## src/rtl/prescaled_timer.sv

```systemverilog
module prescaled_timer #(
  parameter int CNT_W = 16,
  parameter int PS_W  = 3,
  parameter int DW    = 32
) (
  input  logic          clk,
  input  logic          rst_n,
  input  logic          bus_sel,
  input  logic          bus_wr,
  input  logic [1:0]    bus_addr,
  input  logic [DW-1:0] bus_wdata,
  output logic [DW-1:0] bus_rdata,
  output logic          bus_ready,
  input  logic          ext_clk,
  input  logic          dbg_halt,
  output logic          irq,
  output logic          dma_req
);
  localparam int PRE_W = (1 << PS_W) - 1;
  localparam logic [1:0] A_CTRL = 2'd0;
  localparam logic [1:0] A_CNT  = 2'd1;
  localparam logic [1:0] A_MOD  = 2'd2;
  localparam logic [1:0] RD_WAIT = 2'd2;

  logic [1:0]       mode_q;
  logic             stop_q;
  logic [PS_W-1:0]  ps_q;
  logic             ud_q, ie_q, flag_q, dma_en_q, dbg_run_q, up_q, dma_q;
  logic [CNT_W-1:0] cnt_q, mod_q, cnt_nx;
  logic [PRE_W-1:0] pre_q, pre_mask;
  logic [2:0]       ext_s;
  logic [1:0]       wait_q;
  logic             up_nx, evt;

  wire wr_ctrl = bus_sel & bus_wr & (bus_addr == A_CTRL);
  wire wr_cnt  = bus_sel & bus_wr & (bus_addr == A_CNT);
  wire wr_mod  = bus_sel & bus_wr & (bus_addr == A_MOD);
  wire rd_cnt  = bus_sel & ~bus_wr & (bus_addr == A_CNT);

  wire ext_rise = ext_s[1] & ~ext_s[2];
  wire run  = (mode_q == 2'b01) | (mode_q == 2'b10);
  wire hold = dbg_halt & ~dbg_run_q;
  wire src  = ~hold & ((mode_q == 2'b01) | ((mode_q == 2'b10) & ext_rise));
  assign pre_mask = ~({PRE_W{1'b1}} << ps_q);
  wire tick = src & ((pre_q & pre_mask) == pre_mask);

  assign bus_ready = bus_sel & (~rd_cnt | (wait_q == RD_WAIT));
  assign irq       = ie_q & flag_q;
  assign dma_req   = dma_q;

  logic unused_wdata;
  assign unused_wdata = ^bus_wdata;

  always_comb begin
    cnt_nx = cnt_q;
    up_nx  = up_q;
    evt    = 1'b0;
    if (tick) begin
      if (mod_q == '0) begin
        cnt_nx = '0;
        up_nx  = 1'b1;
        evt    = 1'b1;
      end else if (!ud_q || up_q) begin
        if (cnt_q >= mod_q) begin
          if (ud_q) begin
            cnt_nx = mod_q - 1'b1;
            up_nx  = 1'b0;
          end else begin
            cnt_nx = '0;
            evt    = 1'b1;
          end
        end else begin
          cnt_nx = cnt_q + 1'b1;
        end
      end else begin
        if (cnt_q == '0) begin
          cnt_nx = {{(CNT_W-1){1'b0}}, 1'b1};
          up_nx  = 1'b1;
          evt    = 1'b1;
        end else begin
          cnt_nx = cnt_q - 1'b1;
        end
      end
    end
    if (wr_cnt) begin
      cnt_nx = '0;
      up_nx  = 1'b1;
      evt    = 1'b0;
    end
  end

  always_ff @(posedge clk or negedge rst_n) begin
    if (!rst_n) begin
      cnt_q  <= '0;
      up_q   <= 1'b1;
      pre_q  <= '0;
      ext_s  <= '0;
      wait_q <= '0;
      flag_q <= 1'b0;
      dma_q  <= 1'b0;
      mod_q  <= '1;
    end else begin
      cnt_q  <= cnt_nx;
      up_q   <= up_nx;
      ext_s  <= {ext_s[1:0], ext_clk};
      wait_q <= (rd_cnt && !bus_ready) ? wait_q + 1'b1 : 2'd0;
      flag_q <= evt | (flag_q & ~(wr_ctrl & bus_wdata[7]));
      dma_q  <= evt & ~ie_q & dma_en_q;
      if (!run || wr_cnt) pre_q <= '0;
      else if (src)       pre_q <= pre_q + 1'b1;
      if (wr_mod) mod_q <= bus_wdata[CNT_W-1:0];
    end
  end

  always_ff @(posedge clk or negedge rst_n) begin
    if (!rst_n) begin
      mode_q    <= 2'b00;
      stop_q    <= 1'b0;
      ps_q      <= '0;
      ud_q      <= 1'b0;
      ie_q      <= 1'b0;
      dma_en_q  <= 1'b0;
      dbg_run_q <= 1'b0;
    end else if (wr_ctrl) begin
      ie_q      <= bus_wdata[6];
      dma_en_q  <= bus_wdata[8];
      dbg_run_q <= bus_wdata[9];
      if (mode_q == 2'b00) begin
        ps_q <= bus_wdata[2 +: PS_W];
        ud_q <= bus_wdata[5];
      end
      if (bus_wdata[1:0] != 2'b00) begin
        mode_q <= bus_wdata[1:0];
        stop_q <= 1'b0;
      end else if (stop_q) begin
        mode_q <= 2'b00;
        stop_q <= 1'b0;
      end else if (mode_q != 2'b00) begin
        stop_q <= 1'b1;
      end
    end else if (stop_q) begin
      mode_q <= 2'b00;
      stop_q <= 1'b0;
    end
  end

  always_comb begin
    case (bus_addr)
      A_CTRL:  bus_rdata = DW'({dbg_run_q, dma_en_q, flag_q, ie_q, ud_q, ps_q, mode_q});
      A_CNT:   bus_rdata = DW'(cnt_q);
      A_MOD:   bus_rdata = DW'(mod_q);
      default: bus_rdata = '0;
    endcase
  end
endmodule


```

## config.mk

```make
export PLATFORM = sky130hd
export DESIGN_NAME = prescaled_timer
export DESIGN_NICKNAME = d
export VERILOG_FILES = /design/src/rtl/prescaled_timer.sv
export SDC_FILE = /design/constraint.sdc
export NUM_CORES = 1
export LEC_CHECK = 0
export ABC_AREA = 1
export CELL_PAD_IN_SITES_DETAIL_PLACEMENT = 1
export CELL_PAD_IN_SITES_GLOBAL_PLACEMENT = 1
export CORE_MARGIN = 2
export CORE_UTILIZATION = 39
export CTS_CLUSTER_DIAMETER = 50
export CTS_CLUSTER_SIZE = 16
export DETAILED_ROUTE_END_ITERATION = 7
export GPL_ROUTABILITY_DRIVEN = 0
export PLACE_DENSITY = 0.84
export SYNTH_ARGS = -nofsm -noshare
export SYNTH_HDL_FRONTEND = slang
export SYNTH_SLANG_ARGS = --single-unit
export TNS_END_PERCENT = 10
```

## constraint.sdc

```tcl
create_clock -name clk -period 2.4 [get_ports clk]
set_input_delay 0.36 -clock clk [delete_from_list [all_inputs] [get_ports clk]]
set_output_delay 0.36 -clock clk [all_outputs]
set_load 0.01 [all_outputs]
```

==> flow_metrics.tcl, run 1 <==
set metrics [dict create \
    grt_pass1_wl_um 27900 \
    syn2layout_area_growth_pct 23.5 \
    h-tree-depth 3 \
    synth.distinct_cells 40 \
    grt_pass1_vias 5429 \
    first_iter_violations 353 \
    io_pins 75 \
    arrival_ns 2.67 \
    timing.final.ws_setup_ns -0.0434 \
    chipHeight_um 114 \
    synth_top_cell_by_area "dfrtp_1" \
    synthTopCellsByArea "dfrtp_1, nand2_1, dfstp_2" \
    worstReg2RegStart "mod_q[3]$_DFFE_PN1P_" \
    drc_errors 0 \
    slew_headroom 0.506 \
    tightest_slew_ns 0.741 \
    final_area_sq_um 5870 \
    seq_area_frac_synth 0.305 \
    setup_viol 9 \
    nets 834 \
    fmax_ghz 0.409 \
    start_util 0.397 \
    dr.pass1.iters 5 \
    synth_edf_count 0 \
    dieArea_sq_um 13100 \
    rows 40 \
    multi_input_comb_area_sq_um 2850 \
    finalMaxSlewViolations 0 \
    fin_crit_ns 2.44 \
    antenna_found_initial 0 \
    r2r_end "cnt_q[9]$_DFFE_PN0N_" \
    ys_ff_latch 57 \
    tns_ns -0.225 \
    viasPerCell 5.62 \
    hp-class "in2async" \
    yosysTopAreaCellShare 0.211 \
    synth.avg_cell_area_sq_um 6.75 \
    final_util 0.491 \
    path_max_fanout 9 \
    r2r_cells 15 \
    die_width_um 114 \
    pwr-share-clk 0.248 \
    rsz0062_at_grt "yes" \
    wirelength_um 18300 \
    worstPathRequired_ns 2.63 \
    clkTransAtPathRegs_ns 0.06 \
    switching_share 0.464 \
    final_layout_size_suffix_gt1_frac 0.151 \
    cts_buffer_depth 2 \
    ant_nets 0 \
    worstSetupPathType "reg2reg" \
    ff2ff_setup_slack_ns -0.04 \
    cp-end-kind "register" \
    fillers 1536 \
    skew_ns 0.0125 \
    switching_power_mw 2.93 \
    status "finished with violations" \
    io_buffers 42 \
    clk_latency_ns 0.34 \
    ys_warn_count 0 \
    netlist_area_sq_um 4750 \
    dp_hpwl_um 12500 \
    internal_power_mw 3.38 \
    diodes 0 \
    synthArstFlopShare 1.00 \
    p_seq_frac 0.247 \
    root_buffer "clkbuf_16" \
    cts.sinks 57 \
    synth_cells 704 \
    grt_usage 0.273 \
    routedWlPerCell_um 19.8 \
    pwr-share-comb 0.505 \
    regArea_sq_um 1450 \
    startpoint_type "register" \
    hold_viol 0 \
    ys.flop_type "dfrtp_1" \
    fin_crit_sh 1.02 \
    cts_tree "done" \
    ir_drop_v 0.000418 \
    post-place-ws_ns -0.108 \
    grt_overflow 0 \
    core-area_sq_um 12000 \
    maxCapViolCount 0 \
    grt_max_degree 33 \
    cts_made_buffers 9 \
    powerDensity_nw_per_um2 1070 \
    leakage_nw 3.02 \
    num_vias 5174 \
    violations "negative setup slack" \
    placedInstanceArea_sq_um 5380 \
]
## stage by stage
| step | hold slack (ns) | instances | total power [mW] |
|---|---|---|---|
| after floorplan | 0.0644 | 719 | 3.52 |
| after global placement | 0.333 | 896 | 4.29 |
| after detailed placement | 0.337 | 896 | 4.48 |
| after CTS | 0.0953 | 912 | 6.13 |
| after global routing | 0.107 | 920 | 6.69 |
| final | 0.0794 | 920 | 6.31 |
## cell families (layout without fill, tap and decap cells)
group / Yosys count / in the layout / synth area share
flip-flops: 57 / 57 / 0.305
other: 1 / 16 / 0.000789
buffers and inverters: 123 / 176 / 0.118
AO/OA/AOI/OAI: 97 / 97 / 0.117
adder cells (fa/ha/maj): 26 / 26 / 0.0684
AND/OR/NAND/NOR: 385 / 386 / 0.363
XOR/XNOR: 15 / 15 / 0.0276
## final cells by class
| class | count | area share |
|---|---|---|
| Timing Repair Buffer | 71 | 0.120 |
| Inverter | 89 | 0.0571 |
| Multi-Input combinational cell | 540 | 0.485 |
| Tap cell | 147 | 0.0313 |
| Clock inverter | 6 | 0.0194 |
| Sequential cell | 57 | 0.247 |
| Clock buffer | 10 | 0.0407 |
## worst max path at each step
| stage | cells past startpoint | from | endpoint | slack [ns] |
|---|---|---|---|---|
| detailed placement | 7 | bus_addr[1] | bus_rdata[14] | -0.11 |
| global placement | 7 | bus_addr[1] | bus_rdata[10] | -0.03 |
| floorplan | 11 | mod_q[11]$_DFFE_PN1P_ | cnt_q[3]$_DFFE_PN0N_ | 0.43 |
| global route | 5 | bus_addr[0] | bus_rdata[3] | -0.12 |
| CTS | 5 | bus_addr[0] | bus_rdata[9] | 0.004 |
| finish | 15 | mod_q[3]$_DFFE_PN1P_ | cnt_q[9]$_DFFE_PN0N_ | -0.04 |
## registers in the layout, summed over array words and instances, names as in the netlist, 2 cells and up
signal	flops
cnt_q	16
ext_s	3
mod_q	16
mode_q	2
pre_q	7
ps_q	3
wait_q	2
## cells in the final DEF (no fill, tap or decap), types with 7 or more instances in the layout
| cell | count |
|---|---|
| dfstp_2 | 17 |
| nand2_1 | 198 |
| inv_2 | 8 |
| inv_1 | 80 |
| nand2_2 | 16 |
| buf_4 | 25 |
| xor2_1 | 14 |
| o21ai_1 | 11 |
| dfrtp_1 | 40 |
| conb_1 | 16 |
| nor2_1 | 63 |
| a21oi_1 | 30 |
| ha_1 | 26 |
| o221ai_1 | 7 |
| o21ai_0 | 33 |
| nand3_1 | 71 |
| clkbuf_16 | 9 |
| dlymetal6s2s_1 | 11 |
| clkdlybuf4s50_1 | 28 |
| nor2_2 | 10 |
## layer usage
metal,share of wire,GRT usage,up-vias
met5,0,0,-
li1,-,-,2375
met4,0.027,0.0837,0
met3,0.051,0.0402,49
met2,0.50,0.477,195
met1,0.42,0.349,2555
## power groups by stage
stage	registers (mW)	logic, mW	clock network [mW]
after global placement	1.53	2.77	0
after detailed placement	1.54	2.94	0
after global routing	1.58	3.49	1.61
final	1.56	3.19	1.57
after floorplan	1.40	2.13	0
after CTS	1.54	3.03	1.56
## cell usage after synthesis, types with 11 or more instances
master / instances
ha_1: 26
o21ai_0: 33
a21oi_1: 30
nand3_1: 71
dfrtp_1: 40
nor2_1: 63
inv_1: 81
o21ai_1: 11
nand2_2: 16
xor2_1: 14
nand2_1: 198
buf_4: 17
dfstp_2: 17
## what timing repair did
item,4_1_cts,5_1_grt
endpoints found under the setup margin,12,25
hold buffers,0,0
setup buffers,0,7
endpoints found under the hold margin,0,0
cloned,0,1
pin swaps,0,1
resized for setup,7,15
## worst max-delay path, stage by stage (launching register included)
cell	delay, ns
dfstp_2	0.55
inv_1	0.12
ha_1	0.38
nand2_1	0.08
nor2_1	0.10
nand2_1	0.07
nand3_1	0.14
nand2_1	0.09
nand2_1	0.13
nand2_4	0.11
nand2_4	0.18
nand2_1	0.13
nand3_1	0.10
nand2_1	0.06
nand2_1	0.05
nand2_1	0.04
(Power assumes the default switching activity.)
==> inputs of run 2 (changes only) <==
Settings changed: PLACE_DENSITY 0.84 to not set, PLACE_DENSITY_LB_ADDON set to 0.1.
==> flow_metrics.tcl, run 2 (synthesized netlist as in run 1, its figures left out) <==
set metrics [dict create \
    maxCapViolCount 0 \
    r2r_end "cnt_q[6]$_DFFE_PN0N_" \
    io_buffers 42 \
    dr.pass1.iters 4 \
    routedWlPerCell_um 16.9 \
    grt_overflow 0 \
    grt_usage 0.255 \
    antenna_found_initial 0 \
    startpoint_type "input port" \
    root_buffer "clkbuf_16" \
    first_iter_violations 260 \
    slew_headroom 0.585 \
    post_cts_resized 7 \
    hold_buffers 0 \
    tns_ns 0 \
    h-tree-depth 3 \
    top_regs "cnt_q: 16 flops, mod_q: 16 flops, pre_q: 7 flops" \
    ant_nets 0 \
    grt_max_degree 58 \
    fin_crit_sh 0.991 \
    placedInstanceArea_sq_um 5430 \
    cts_made_buffers 9 \
    tightest_slew_ns 0.621 \
    status "finished, final reports clean" \
    hp-class "in2async" \
    dp_hpwl_um 12100 \
    start_util 0.397 \
    cp-end-kind "output port" \
    skew_ns 0.00412 \
    viasPerCell 5.20 \
    finalMaxSlewViolations 0 \
    cts.sinks 57 \
    drc_errors 0 \
    path_max_fanout 6 \
    hold_viol 0 \
    io_pins 75 \
    grt_pass1_vias 5056 \
    clkTransAtPathRegs_ns 0.06 \
    powerDensity_nw_per_um2 993 \
    num_vias 4788 \
    ir_drop_v 0.000407 \
    fmax_ghz 0.421 \
    rows 40 \
    final_util 0.480 \
    syn2layout_area_growth_pct 20.8 \
    setup_viol 0 \
    path_common_cell "clkdlybuf4s50_1" \
    path_buf_inv 3 \
    cts_buffer_depth 2 \
    final_area_sq_um 5740 \
    worstPathRequired_ns 2.04 \
    crit_chain "clkdlybuf4s50_1 > nand2_2 > buf_4 > o221ai_1 > clkdlybuf4s50_1" \
    die_width_um 114 \
    critPathLaunch "bus_addr[0]" \
    core-area_sq_um 12000 \
    dieArea_sq_um 13100 \
    slowest_stage "clkdlybuf4s50_1" \
    hold_ws_ns 0.0207 \
    p_total_mw 5.70 \
    ff2ff_setup_slack_ns 0.15 \
    max_stage_delay_ns 0.57 \
    worstReg2RegStart "mod_q[9]$_DFFE_PN1P_" \
    grt_pass1_wl_um 26000 \
    nets 834 \
    cts_setup_buffers 0 \
    leakage_nw 2.92 \
    worstSetupPathType "in2out" \
    cts_tree "done" \
    fin_crit_ns 2.38 \
    wirelength_um 15500 \
    rsz0062_at_grt "yes" \
    chipHeight_um 114 \
    arrival_ns 2.02 \
    diodes 0 \
    cpLargestDelayFamily "buffers and inverters" \
    final_common_cell "nand2_1" \
    r2r_cells 11 \
    layout_common_cells "nand2_1, inv_1, nand3_1, nor2_1, dfrtp_1" \
    final_layout_size_suffix_gt1_frac 0.150 \
    clk_latency_ns 0.34 \
]
==> run 2: worst max-delay path by stage <==
stage / to / slack [ns] / cells past startpoint
2_1_floorplan: cnt_q[3]$_DFFE_PN0N_ / 0.43 / 11
3_3_place_gp: bus_rdata[11] / -0.00006 / 7
3_5_place_dp: bus_rdata[14] / -0.05 / 7
4_1_cts: bus_rdata[14] / 0.01 / 5
5_1_grt: bus_rdata[1] / -0.08 / 5
6_report: bus_rdata[1] / 0.02 / 5
==> run 2: worst register-to-register path, delay by kind of cell, from the launching register on <==
kind            cells  cell delay (ns)
flops               1             0.56
fa+ha+maj           1             0.31
compound gates      3             0.50
simple gates        5             0.40
buf+inv             2             0.38
==> run 2: through the flow <==
stage	cells	setup WS, ns
5_1_grt	920	-0.0822
4_1_cts	920	0.0134
3_5_place_dp	904	-0.0493
3_3_place_gp	904	-0.0000646
6_report	920	0.0223
2_1_floorplan	719	0.431
==> run 2: per-layer routing <==
metal / part of all wire / track usage / up-vias
met5: 0 / 0 / -
met4: 0.017 / 0.0789 / 0
met3: 0.048 / 0.0371 / 18
met2: 0.47 / 0.419 / 102
met1: 0.46 / 0.348 / 2305
li1: - / - / 2363
==> run 2: layout make-up <==
class	count	area [sq um]
Clock buffer	9	225
Clock inverter	7	53.8
Fill cell	1552	6220
Inverter	89	335
Multi-Input combinational cell	539	2820
Sequential cell	57	1450
Tap cell	147	184
Timing Repair Buffer	72	679
==> run 2: where the power goes <==
group	internal (mW)	switching [mW]
sequential	1.21	0.280
combinational	1.08	1.91
clock	0.704	0.512
==> inputs of run 3 (changes only) <==
Settings changed: CORE_MARGIN 2 to 4, SKIP_CTS_REPAIR_TIMING set to 1.
==> flow_metrics.tcl, run 3 (synthesized netlist as in run 1, its figures left out) <==
set metrics [dict create \
    grt_pass1_wl_um 26900 \
    skew_ns 0.00896 \
    syn2layout_area_growth_pct 21.1 \
    cp-endpoint "bus_rdata[15]" \
    cts_made_buffers 9 \
    first_iter_violations 193 \
    num_vias 4824 \
    io_buffers 42 \
    path_common_cell "clkdlybuf4s50_1" \
    final_area_sq_um 5750 \
    max_stage_delay_ns 0.56 \
    io_pins 75 \
    fmax_ghz 0.434 \
    wirelength_um 15900 \
    status "finished, final reports clean" \
    core-area_sq_um 12000 \
    post-place-ws_ns -0.0371 \
    dieArea_sq_um 14000 \
    cts_buffer_depth 2 \
    final_common_cell "nand2_1" \
    crit_chain "clkdlybuf4s50_1 > inv_2 > nand2_2 > buf_4 > o22ai_1 > clkdlybuf4s50_1" \
    grt_pass1_vias 5149 \
    fin_crit_ns 2.31 \
    timing.final.ws_setup_ns 0.0937 \
    critPathLaunch "bus_addr[1]" \
    grt_overflow 0 \
    hp-class "in2async" \
    rows 40 \
    powerDensity_nw_per_um2 1010 \
    final_util 0.481 \
    cts.sinks 57 \
    fin_crit_sh 0.961 \
    maxCapViolCount 0 \
    placedInstanceArea_sq_um 5430 \
    slew_headroom 0.583 \
    worstReg2RegStart "mod_q[3]$_DFFE_PN1P_" \
    tightest_slew_ns 0.625 \
    worstPathRequired_ns 2.04 \
    path_max_fanout 7 \
    grt_max_degree 58 \
    drc_errors 0 \
    diodes 0 \
    routedWlPerCell_um 17.3 \
    cts_tree "done" \
    antenna_found_initial 0 \
    clkTransAtPathRegs_ns 0.06 \
    grt_usage 0.239 \
    p_total_mw 5.78 \
    final_layout_size_suffix_gt1_frac 0.150 \
    h-tree-depth 3 \
    r2r_end "cnt_q[7]$_DFFE_PN0N_" \
    r2r_cells 15 \
    worstSetupPathType "in2out" \
    viasPerCell 5.24 \
    hold_ws_ns 0.00905 \
    cp-end-kind "output port" \
    slowest_stage "clkdlybuf4s50_1" \
    clk_latency_ns 0.35 \
    root_buffer "clkbuf_16" \
    setup_viol 0 \
    leakage_nw 2.99 \
    dp_hpwl_um 12400 \
    chipHeight_um 118 \
    fillers 1556 \
    ff2ff_setup_slack_ns 0.16 \
    dr.pass1.iters 4 \
    die_width_um 118 \
    hold_viol 0 \
    start_util 0.397 \
    startpoint_type "input port" \
    layout_common_cells "nand2_1, inv_1, nand3_1, nor2_1, dfrtp_1" \
    nets 834 \
    arrival_ns 1.95 \
    top_regs "cnt_q: 16 flops, mod_q: 16 flops, pre_q: 7 flops" \
    ir_drop_v 0.000359 \
    ant_nets 0 \
    finalMaxSlewViolations 0 \
    rsz0062_at_grt "yes" \
]
[run 3: worst min-delay path by stage]
stage	slack (ns)	endpoint	startpoint	cells past startpoint
2_1_floorplan	0.06	cnt_q[0]$_DFFE_PN0N_	rst_n	0
3_3_place_gp	0.33	ext_s[1]$_DFF_PN0_	ext_s[0]$_DFF_PN0_	0
3_5_place_dp	0.35	ext_s[1]$_DFF_PN0_	ext_s[0]$_DFF_PN0_	0
4_1_cts	0.03	cnt_q[15]$_DFFE_PN0N_	rst_n	2
5_1_grt	0.03	cnt_q[10]$_DFFE_PN0N_	rst_n	2
6_report	0.009	cnt_q[15]$_DFFE_PN0N_	rst_n	2
[run 3: report_power, final]
| part | leakage [nW] | switching [mW] | internal, mW | total, mW |
|---|---|---|---|---|
| logic | 2.15 | 1.93 | 1.09 | 3.01 |
| clock network | 0.134 | 0.554 | 0.716 | 1.27 |
| registers | 0.710 | 0.284 | 1.21 | 1.50 |
[run 3: metal layers]
metal,vias up,global-route usage,share of wire
met2,97,0.377,0.45
met5,-,0,0
met3,26,0.0522,0.042
met4,0,0.0695,0.021
met1,2331,0.331,0.48
li1,2370,-,-
[run 3: layout make-up]
| class | count | area [sq um] | area share |
|---|---|---|---|
| Multi-Input combinational cell | 539 | 2810 | 0.488 |
| Sequential cell | 57 | 1450 | 0.252 |
| Timing Repair Buffer | 72 | 698 | 0.121 |
| Inverter | 89 | 334 | 0.0581 |
| Clock buffer | 9 | 225 | 0.0391 |
| Tap cell | 147 | 184 | 0.0320 |
| Clock inverter | 7 | 58.8 | 0.0102 |
[run 3: worst max-delay path: cells and delay by family]
| kind | cells | cell delay [ns] |
|---|---|---|
| and+or+nand+nor | 1 | 0.13 |
| AOI/OAI and AO/OA | 1 | 0.14 |
| buffers and inverters | 4 | 1.31 |
[run 3: through the flow]
stage                TNS, ns  instances
finish                     0        920
detailed placement    -0.134        904
global route         -0.0893        920
CTS                   -0.194        920
floorplan                  0        719
global placement    -0.00808        904
